## config.mk

```make
export PLATFORM = sky130hd
export DESIGN_NAME = vec_pred_gen
export DESIGN_NICKNAME = d
export VERILOG_FILES = /design/src/rtl/predgen_pkg.sv /design/src/rtl/predgen_ctrl.sv /design/src/rtl/predgen_lane.sv /design/src/rtl/predgen_dp.sv /design/src/rtl/vec_pred_gen.sv
export SDC_FILE = /design/constraint.sdc
export NUM_CORES = 1
export LEC_CHECK = 0
export CAP_MARGIN = 20
export CORE_MARGIN = 4
export CORE_UTILIZATION = 53
export DETAILED_ROUTE_END_ITERATION = 16
export HOLD_SLACK_MARGIN = 0.12
export PLACE_DENSITY = 0.81
export SLEW_MARGIN = 5
export SYNTH_ARGS = -nofsm -noshare
export SYNTH_HDL_FRONTEND = slang
export SYNTH_HIERARCHICAL = 1
export SYNTH_SLANG_ARGS = --single-unit
```

## constraint.sdc

```tcl
create_clock -name clk -period 3.7 [get_ports clk]
set_input_delay 0.555 -clock clk [delete_from_list [all_inputs] [get_ports clk]]
set_output_delay 0.555 -clock clk [all_outputs]
set_load 0.005 [all_outputs]
```

## src/rtl/predgen_pkg.sv

```systemverilog
package predgen_pkg;

  typedef enum logic [1:0] {
    ST_IDLE = 2'd0,
    ST_RUN  = 2'd1,
    ST_DONE = 2'd2
  } loopState_e;

  // Strobes from the loop control to the datapath
  typedef struct packed {
    logic load;    // capture configuration (accepted start)
    logic active;  // an element is presented this cycle
  } ctrlStrobes_t;

endpackage

```

## src/rtl/predgen_ctrl.sv

```systemverilog
module predgen_ctrl
  import predgen_pkg::*;
#(
  parameter int VL_MAX = 64,
  localparam int IDX_W = $clog2(VL_MAX),
  localparam int VL_W  = IDX_W + 1
) (
  input  logic             clk,
  input  logic             rstN,
  input  logic             startIn,
  input  logic [VL_W-1:0]  vlIn,
  input  logic             readyIn,
  output ctrlStrobes_t     strobesOut,
  output logic [IDX_W-1:0] idxOut,
  output logic             elemValidOut,
  output logic             doneOut,
  output logic             busyOut
);

  localparam logic [VL_W-1:0] VL_LIMIT = VL_W'(VL_MAX);

  loopState_e       state;
  logic [IDX_W-1:0] idx;
  logic [VL_W-1:0]  vlReg;
  logic [VL_W-1:0]  vlClamped;
  logic             accept;
  logic             isLast;
  logic             loadNow;

  always_comb begin
    vlClamped    = (vlIn > VL_LIMIT) ? VL_LIMIT : vlIn;
    elemValidOut = (state == ST_RUN);
    accept       = elemValidOut && readyIn;
    isLast       = ({1'b0, idx} == (vlReg - VL_W'(1)));
    loadNow      = (state == ST_IDLE) && startIn;
    doneOut      = (state == ST_DONE);
    busyOut      = (state != ST_IDLE);
    idxOut       = idx;
    strobesOut.load   = loadNow;
    strobesOut.active = elemValidOut;
  end

  always_ff @(posedge clk or negedge rstN) begin
    if (!rstN) begin
      state <= ST_IDLE;
      idx   <= '0;
      vlReg <= '0;
    end else begin
      unique case (state)
        ST_IDLE: begin
          if (startIn) begin
            vlReg <= vlClamped;
            idx   <= '0;
            state <= (vlClamped == '0) ? ST_DONE : ST_RUN;
          end
        end
        ST_RUN: begin
          if (accept) begin
            if (isLast) state <= ST_DONE;
            else        idx   <= idx + IDX_W'(1);
          end
        end
        ST_DONE: state <= ST_IDLE;
        default: state <= ST_IDLE;
      endcase
    end
  end

  // presented index stays below the captured loop length
  p_idx_in_range_r7: assert property (@(posedge clk) disable iff (!rstN)
    elemValidOut |-> ({1'b0, idxOut} < vlReg));

  // a stalled element is held
  p_hold_on_stall_r7: assert property (@(posedge clk) disable iff (!rstN)
    (elemValidOut && !readyIn) |=> (elemValidOut && $stable(idxOut)));

  // an accepted non-final element moves to the next index
  p_advance_r7: assert property (@(posedge clk) disable iff (!rstN)
    (elemValidOut && readyIn && !isLast) |=>
      (elemValidOut && (idxOut == IDX_W'($past(idxOut) + 1'b1))));

  // done follows acceptance of the last element
  p_done_after_last_r9: assert property (@(posedge clk) disable iff (!rstN)
    (elemValidOut && readyIn && isLast) |=> doneOut);

  // done is a single-cycle pulse, then busy drops
  p_done_pulse_r9: assert property (@(posedge clk) disable iff (!rstN)
    doneOut |=> (!doneOut && !busyOut));

  // zero-length loop goes straight to done
  p_zero_vl_r8: assert property (@(posedge clk) disable iff (!rstN)
    (!busyOut && startIn && (vlIn == '0)) |=> (doneOut && !elemValidOut));

  // a start during a stalled element does not restart the loop
  p_start_ignored_r10: assert property (@(posedge clk) disable iff (!rstN)
    (elemValidOut && startIn && !readyIn) |=> (elemValidOut && $stable(idxOut)));

endmodule

```

## src/rtl/predgen_lane.sv

```systemverilog
module predgen_lane #(
  parameter int REG_W = 64,
  parameter int IDX_W = 6
) (
  input  logic             maskMode,
  input  logic [2:0]       code,
  input  logic [REG_W-1:0] regA,
  input  logic [REG_W-1:0] regB,
  input  logic [REG_W-1:0] regC,
  input  logic [IDX_W-1:0] idx,
  input  logic [3:0]       crField,
  output logic             enOut
);

  logic [REG_W-1:0] idxWide;
  logic             crBit;

  always_comb begin
    idxWide = {{(REG_W-IDX_W){1'b0}}, idx};
    unique case (code[2:1])
      2'd0:    crBit = crField[3];
      2'd1:    crBit = crField[2];
      2'd2:    crBit = crField[1];
      default: crBit = crField[0];
    endcase
    if (maskMode) begin
      enOut = crBit ^ code[0];
    end else begin
      unique case (code)
        3'd0:    enOut = 1'b1;
        3'd1:    enOut = (regA == idxWide);
        3'd2:    enOut = regA[idx];
        3'd3:    enOut = ~regA[idx];
        3'd4:    enOut = regB[idx];
        3'd5:    enOut = ~regB[idx];
        3'd6:    enOut = regC[idx];
        default: enOut = ~regC[idx];
      endcase
    end
  end

endmodule

```

## src/rtl/predgen_dp.sv

```systemverilog
module predgen_dp
  import predgen_pkg::*;
#(
  parameter int VL_MAX    = 64,
  parameter int REG_W     = 64,
  parameter int CR_BASE   = 32,
  parameter int CR_ADDR_W = 7,
  localparam int IDX_W    = $clog2(VL_MAX),
  localparam int N_LANES  = 2
) (
  input  logic                 clk,
  input  logic                 rstN,
  input  ctrlStrobes_t         strobesIn,
  input  logic [IDX_W-1:0]     idxIn,
  input  logic                 maskModeIn,
  input  logic [2:0]           dstCodeIn,
  input  logic [2:0]           srcCodeIn,
  input  logic                 twinIn,
  input  logic [REG_W-1:0]     r3In,
  input  logic [REG_W-1:0]     r10In,
  input  logic [REG_W-1:0]     r30In,
  input  logic [3:0]           crDataIn,
  output logic [CR_ADDR_W-1:0] crAddrOut,
  output logic                 dstEnOut,
  output logic                 srcEnOut
);

  localparam logic [CR_ADDR_W-1:0] CR_BASE_V = CR_ADDR_W'(CR_BASE);

  logic             modeReg;
  logic             twinReg;
  logic [2:0]       codeReg [N_LANES];
  logic [REG_W-1:0] r3Reg, r10Reg, r30Reg;
  logic [N_LANES-1:0] laneEn;

  always_ff @(posedge clk or negedge rstN) begin
    if (!rstN) begin
      modeReg    <= 1'b0;
      twinReg    <= 1'b0;
      codeReg[0] <= '0;
      codeReg[1] <= '0;
      r3Reg      <= '0;
      r10Reg     <= '0;
      r30Reg     <= '0;
    end else if (strobesIn.load) begin
      modeReg    <= maskModeIn;
      twinReg    <= twinIn;
      codeReg[0] <= dstCodeIn;
      codeReg[1] <= srcCodeIn;
      r3Reg      <= r3In;
      r10Reg     <= r10In;
      r30Reg     <= r30In;
    end
  end

  // Lane 0 = destination, lane 1 = source
  for (genvar g = 0; g < N_LANES; g++) begin : g_lane
    predgen_lane #(.REG_W(REG_W), .IDX_W(IDX_W)) u_lane (
      .maskMode (modeReg),
      .code     (codeReg[g]),
      .regA     (r3Reg),
      .regB     (r10Reg),
      .regC     (r30Reg),
      .idx      (idxIn),
      .crField  (crDataIn),
      .enOut    (laneEn[g])
    );
  end

  always_comb begin
    crAddrOut = CR_BASE_V + {{(CR_ADDR_W-IDX_W){1'b0}}, idxIn};
    dstEnOut  = strobesIn.active && laneEn[0];
    srcEnOut  = strobesIn.active && (twinReg ? laneEn[1] : 1'b1);
  end

  // integer mode with code zero enables every presented element
  p_no_pred_r1: assert property (@(posedge clk) disable iff (!rstN)
    (strobesIn.active && !modeReg && (codeReg[0] == 3'd0)) |-> dstEnOut);

  // without twin predication the source is always enabled
  p_src_open_r6: assert property (@(posedge clk) disable iff (!rstN)
    (strobesIn.active && !twinReg) |-> srcEnOut);

  // field address tracks the presented element
  p_cr_addr_r5: assert property (@(posedge clk) disable iff (!rstN)
    strobesIn.active |-> (crAddrOut == CR_BASE_V + CR_ADDR_W'(idxIn)));

  // enables are quiet when nothing is presented
  p_quiet_idle_r7: assert property (@(posedge clk) disable iff (!rstN)
    !strobesIn.active |-> (!dstEnOut && !srcEnOut));

  // captured registers hold while no start is accepted
  p_regs_held_r3: assert property (@(posedge clk) disable iff (!rstN)
    !strobesIn.load |=> ($stable(r3Reg) && $stable(r10Reg) && $stable(r30Reg)));

endmodule

```

## src/rtl/vec_pred_gen.sv

```systemverilog
module vec_pred_gen
  import predgen_pkg::*;
#(
  parameter int VL_MAX    = 64,
  parameter int REG_W     = 64,
  parameter int CR_BASE   = 32,
  parameter int CR_ADDR_W = 7,
  localparam int IDX_W    = $clog2(VL_MAX),
  localparam int VL_W     = IDX_W + 1
) (
  input  logic                 clk,
  input  logic                 rstN,
  input  logic                 startIn,
  input  logic [VL_W-1:0]      vlIn,
  input  logic                 readyIn,
  input  logic                 maskModeIn,
  input  logic [2:0]           dstCodeIn,
  input  logic [2:0]           srcCodeIn,
  input  logic                 twinIn,
  input  logic [REG_W-1:0]     r3In,
  input  logic [REG_W-1:0]     r10In,
  input  logic [REG_W-1:0]     r30In,
  input  logic [3:0]           crDataIn,
  output logic [CR_ADDR_W-1:0] crAddrOut,
  output logic                 elemValidOut,
  output logic [IDX_W-1:0]     elemIdxOut,
  output logic                 dstEnOut,
  output logic                 srcEnOut,
  output logic                 doneOut,
  output logic                 busyOut
);

  ctrlStrobes_t     strobes;
  logic [IDX_W-1:0] idx;

  predgen_ctrl #(.VL_MAX(VL_MAX)) u_ctrl (
    .clk          (clk),
    .rstN         (rstN),
    .startIn      (startIn),
    .vlIn         (vlIn),
    .readyIn      (readyIn),
    .strobesOut   (strobes),
    .idxOut       (idx),
    .elemValidOut (elemValidOut),
    .doneOut      (doneOut),
    .busyOut      (busyOut)
  );

  predgen_dp #(
    .VL_MAX    (VL_MAX),
    .REG_W     (REG_W),
    .CR_BASE   (CR_BASE),
    .CR_ADDR_W (CR_ADDR_W)
  ) u_dp (
    .clk        (clk),
    .rstN       (rstN),
    .strobesIn  (strobes),
    .idxIn      (idx),
    .maskModeIn (maskModeIn),
    .dstCodeIn  (dstCodeIn),
    .srcCodeIn  (srcCodeIn),
    .twinIn     (twinIn),
    .r3In       (r3In),
    .r10In      (r10In),
    .r30In      (r30In),
    .crDataIn   (crDataIn),
    .crAddrOut  (crAddrOut),
    .dstEnOut   (dstEnOut),
    .srcEnOut   (srcEnOut)
  );

  assign elemIdxOut = idx;

endmodule

```

Word level (Yosys, flattened, before mapping)

Index checks and enable logic that the tools add are counted.

Add/subtract/negate cells: 3
$lt $le $gt $ge: 2
Equality and inequality tests: 24
Muxes and demuxes: 23
Bitwise operators: 5
Reduce and logical (&&, ||, !) cells: 15

Operators by type and width:

| cell                | number |
|---|---|
| $eq 64x6->1         | 1 |
| $bmux 1 s6          | 3 |
| $eq 3x3->1 const B  | 6 |
| $mux 6              | 3 |
| $pmux 1 s7          | 2 |
| $eq 3x2->1 const B  | 4 |
| $pmux 6 s2          | 1 |
| $mux 2              | 4 |
| $add 6x6->7 const A | 1 |
| $eq 6x7->1          | 1 |
| $gt 7x7->1 const B  | 1 |
| $logic_not 7->1     | 1 |
| $lt 6x7->1 const B  | 1 |
| $mux 7              | 1 |
| $sub 7x1->7 const B | 1 |
| $add 6x1->6 const B | 1 |
| $eq 2x1->1 const B  | 3 |
| $eq 2x2->1 const B  | 3 |
| $eq 3x1->1 const B  | 2 |
| $logic_not 2->1     | 3 |
| $logic_not 3->1     | 2 |
| $mux 1              | 6 |
| $pmux 1 s3          | 2 |
| $logic_and 1x1->1   | 4 |
| other kinds (9)     | 15 |

Flip-flop bits (word level): 215
Input bits: 215
Output and inout bits: 18
Logic and storage cells: 82

Logic depth before layout (Yosys ltp)

Depth in word-level cells: 7
Gate-level depth with buffers: 12
Mapped depth without buffers: 9

By module

Netlist, hierarchy kept.

By module, submodules not included:

| module       | times used | cells an instance | area each (µm²) | seq. area each (µm²) |
|---|---|---|---|---|
| predgen_dp   | 1          | 432               | 7621.1          | 5004.8 |
| predgen_lane | 2          | 166               | 2029.4          | 0.0 |
| predgen_ctrl | 1          | 107               | 970.9           | 375.4 |

Least setup slack after synthesis

OpenSTA, ideal clock, no wires.

Path kind: reg-to-output
Start point: register u_ctrl.idx[0] (netlist: u_ctrl/idxOut[0])
End point: output srcEnOut
Arrival: 2.488 ns
Data required time: 3.145 ns
Slack: 0.657 ns
Cell stages (with the launch flop): 13
Buffers on the path: 3
Path through: dfrtp_1 -> buf_6 -> buf_6 -> buf_6 -> mux4_2 -> o32ai_1 -> a2bb2oi_1 -> a2bb2oi_2 -> o311ai_0 -> o21ai_0 -> o31a_1 -> inv_1 -> a21boi_0

Word-level cells in the longest chain between the ends: 7
Elaborated cells between the ends (all ways): 14
Those cells by class: eq/ne: 1; mux: 9; bitwise: 3; reduce/logical: 1

Ends and longest elaborated chain:

| what                                 | line                                                       | source |
|---|---|---|
| start, declared                      | predgen_ctrl.sv:23                                         | `logic [IDX_W-1:0] idx;` |
| start signal, assigned               | predgen_ctrl.sv:60                                         | `else idx <= idx + IDX_W'(1);` |
| $bmux 1 s6, on equally long branches | -                                                          |  |
| $mux 1, on equally long branches     | -                                                          |  |
| $not 1->1, on equally long branches  | predgen_lane.sv:37, predgen_lane.sv:33, predgen_lane.sv:35 |  |
| $pmux 1 s7 *                         | predgen_lane.sv:29                                         | `unique case (code)` |
| $mux 1 *                             | predgen_lane.sv:26                                         | `if (maskMode) begin` |
| net u_dp.laneEn[1]                   | predgen_dp.sv:34                                           | `logic [N_LANES-1:0] laneEn;` |
| $mux 1 *                             | predgen_dp.sv:73                                           | `srcEnOut = strobesIn.active && (twinReg ? laneEn[1] : 1'b1);` |
| $logic_and 1x1->1 *                  | predgen_dp.sv:73                                           |  |
| end, declared                        | vec_pred_gen.sv:28                                         | `output logic srcEnOut,` |

The timed path passes the listed nets; every way through them passes the cells marked *. The select of a mux whose other input is x is not followed.

Worst setup path after layout

Start point: register u_ctrl.idx[0] (netlist: u_ctrl/idxOut[0])
End point: output dstEnOut

Word-level cells in the longest chain between the ends: 6
Elaborated cells between the ends (all ways): 13
Those cells by class: eq/ne: 1; mux: 8; bitwise: 3; reduce/logical: 1

Ends and longest elaborated chain:

| what                                 | line                                                       | source |
|---|---|---|
| $bmux 1 s6, on equally long branches | -                                                          |  |
| $mux 1, on equally long branches     | -                                                          |  |
| $not 1->1, on equally long branches  | predgen_lane.sv:37, predgen_lane.sv:33, predgen_lane.sv:35 |  |
| $pmux 1 s7 *                         | predgen_lane.sv:29                                         |  |
| $mux 1 *                             | predgen_lane.sv:26                                         |  |
| net u_dp.laneEn[0]                   | predgen_dp.sv:34                                           |  |
| $logic_and 1x1->1 *                  | predgen_dp.sv:72                                           | `dstEnOut = strobesIn.active && laneEn[0];` |
| end, declared                        | vec_pred_gen.sv:27                                         | `output logic dstEnOut,` |

Marked as above.

==> flow_summary.yaml <==
outcome:
  status: "finished, violations left"
  violations: "negative setup slack"
route:
  drc: 0
  first_iter_violations: 777
  drtAntennaViolNets: 0
  wl_per_cell_um: 23.1
  via_per_inst: 6.18
  wl_um: 34200
  dr.pass1.iters: 5
  dr_total_vias: 9164
placed_design:
  dp_slack_ns: -0.110
  dpl.hpwl_um: 24500
  dp.cells: 1425
  port_buffers: 232
  globalplace.congestion: 0.925
  dpl_cell_area_um2: 15300
timing:
  setup_viol: 2
  fin_tns_setup_ns: -0.197
  fmax_mhz: 263
  clock_skew_ns: 0.0151
  worst_pin_slew_ns: 0.790
  worst_slack_ns: -0.109
  maxSlewHeadroom: 0.473
  maxSlewViolCount: 0
  final-hold-violation-count: 0
  rsz0062_at_grt: "yes"
  fin_crit_sh: 1.03
  fin_crit_ns: 3.81
floorplanning:
  start_util: 0.539
  std_cell_rows: 56
  core-area_um2: 23500
  die-height_um: 162
  die_area_um2: 26400
  die_x_um: 162
  io_pins: 233
pwr:
  switchingPower_mw: 5.39
  clkPwrFrac: 0.157
  ir_worst_vdd_v: 0.000448
  switching_share: 0.357
  seqPwrFrac: 0.313
  p_int_mw: 9.69
  p_leak_nw: 6.68
  p_comb_frac: 0.530
  power_density_nw_per_um2: 915
worst_setup_path:
  reg2reg_slack_ns: 0.99
  cpPeakStageDelay_ns: 0.49
  crit_path_top_delay_cell: "dfrtp_4"
  crit_type: "flop to output port"
  critPathArrivalTime_ns: 3.25
  path_cells: "buf_12 -> buf_12 -> buf_4 -> mux4_2 -> nand2_2 -> nand3_2 -> a311oi_2 -> buf_4 -> o31a_1 -> a211oi_1 -> o31a_1 -> and2_4 -> buf_6"
  reg2reg_from: "u_ctrl/idxOut[5]"
  cp.required_ns: 3.14
  r2r_end: "u_ctrl/idxOut[0]"
  critPathMaxFanout: 8
  crit_start: "u_ctrl/idxOut[0]"
  crit_path_start_kind: "flop"
  end_kind: "output port"
  ff2ff_path_depth: 6
cells_and_area:
  syn_to_final_growth_pct: 30.4
  antenna_cells: 0
  drive_above_1_share: 0.412
  nNetsFinal: 1363
  design_area_um2: 16500
  utilization: 0.703
  fin_cells: 1482
synth:
  syn_avg_cell_area_um2: 14.5
  yosys-top-cells-count: "dfrtp_1 (215), mux2_2 (205), mux4_2 (90)"
  syn-num-nets: 1088
  ys_warn_count: 6
  post-synth-top-area-cell: "dfrtp_1"
  synth_flop_cell: "dfrtp_1"
  yosysTopAreaCellShare: 0.425
  synthTopCellsByArea: "dfrtp_1 (43%), mux2_2 (18%), mux4_2 (16%)"
  synthCells: 871
  synth-seq-cells: 215
  synth_edf_count: 0
  yosysMostFrequentCell: "dfrtp_1"
  synth_seq_area_share: 0.425
  netlist_area_um2: 12700
  ys_types: 61
  async_reset_ff_frac: 1.00
grt:
  track_usage: 0.255
  grt_antenna_before_repair: 2
  grt_overflow: 0
  grt_pass1_vias: 9480
  use_met1: 0.335
  grt_max_degree: 95
  top_usage_layer: "met2"
  globalRouteMet2Util: 0.425
  grt_pass1_wl_um: 52800
  use_met3: 0.0552
clocking:
  clockBufferDepth: 3
  cts-root-buf: "clkbuf_16"
  path_clk_slew_ns: 0.06
  numCtsBuffers: 23
  cts_tree: "built"
  clock_latency_ns: 0.52
  h-tree-depth: 1
  cts_sinks: 215
  cts_hold_buffers: 0
job:
  max-cap-violations: 0
min_path:
  hp-class: "primary input to asynchronous set/reset pin"
==> worst max-delay path by stage <==
stage,end,slack (ns),cells after the start
after floorplan,srcEnOut,0.66,12
after global placement,srcEnOut,-0.05,13
after detailed placement,srcEnOut,-0.11,13
after CTS,dstEnOut,-0.08,10
after global routing,srcEnOut,-0.16,12
final,dstEnOut,-0.11,13
==> per-stage QoR <==
stage / hold WS (ns) / total power, mW
2_1_floorplan: 0.259 / 9.80
3_5_place_dp: 0.499 / 11.9
5_1_grt: 0.190 / 15.8
3_3_place_gp: 0.499 / 11.6
6_report: 0.128 / 15.1
4_1_cts: 0.157 / 14.9
==> sequential cells by signal, indices dropped and copies added, names as in the netlist <==
register       count
u_dp/r10Reg       64
u_dp/r30Reg       64
u_dp/r3Reg        64
u_ctrl/vlReg       7
u_ctrl/idxOut      6
u_dp/codeReg       6
u_ctrl/state       2
u_dp/modeReg       1
u_dp/twinReg       1
==> metal layers <==
| layer | routed length [um] | vias up |
|---|---|---|
| li1 | - | 3963 |
| met1 | 13100 | 4667 |
| met2 | 16900 | 434 |
| met3 | 2870 | 96 |
| met4 | 1330 | 4 |
| met5 | 14 | - |
==> placed cells by master, fill, tap and decap left out, types with 15 or more instances in the layout <==
cell,Yosys,routed
buf_4,12,64
nand2_1,34,31
mux2_2,205,205
dfrtp_1,215,212
mux2i_1,22,15
clkdlybuf4s50_1,0,229
nor4_1,31,29
mux4_2,90,92
clkbuf_16,0,23
xnor2_1,18,18
==> power by group through the flow <==
stage | registers (mW) | clock network, mW | logic (mW)
6_report | 4.72 | 2.37 | 8.00
4_1_cts | 4.67 | 2.41 | 7.80
5_1_grt | 4.85 | 2.51 | 8.49
3_5_place_dp | 4.73 | 0 | 7.15
3_3_place_gp | 4.63 | 0 | 7.00
2_1_floorplan | 4.22 | 0 | 5.58
==> worst max-delay path, delay by kind of cell, from the launching register on <==
family | cells | cell delay, ns
compound gates | 4 | 0.76
buf+inv | 5 | 0.70
flops | 1 | 0.49
mux | 1 | 0.44
simple gates | 3 | 0.34
==> layout make-up <==
type | count | area, um^2
fillers | 1575 | 6980
multi-input cells | 568 | 6600
flip-flops and latches | 215 | 5390
repair buffers | 321 | 3250
clock buffers | 32 | 679
well taps | 319 | 399
clock inverters | 10 | 104
inverters | 17 | 71.3
==> cell families (layout without fill, tap and decap cells) <==
kind of cell / after synthesis / count (layout) / synth area share
AOI/OAI and AO/OA: 79 / 79 / 0.0473
DFF: 215 / 215 / 0.425
xor gates and xnor gates: 21 / 21 / 0.0145
muxes: 327 / 327 / 0.381
adders and majority gates: 2 / 2 / 0.00198
and+or+nand+nor: 139 / 139 / 0.0634
buffers and inverters: 88 / 380 / 0.0667
==> timing repair <==
item / 4_1_cts / 5_1_grt
pin swaps: 23 / 5
gates resized for setup: 50 / 17
buffers inserted: 15 / 0
setup endpoints to repair: 2 / 2
cloned: 2 / 0
Power figures use the tool's default switching activity.
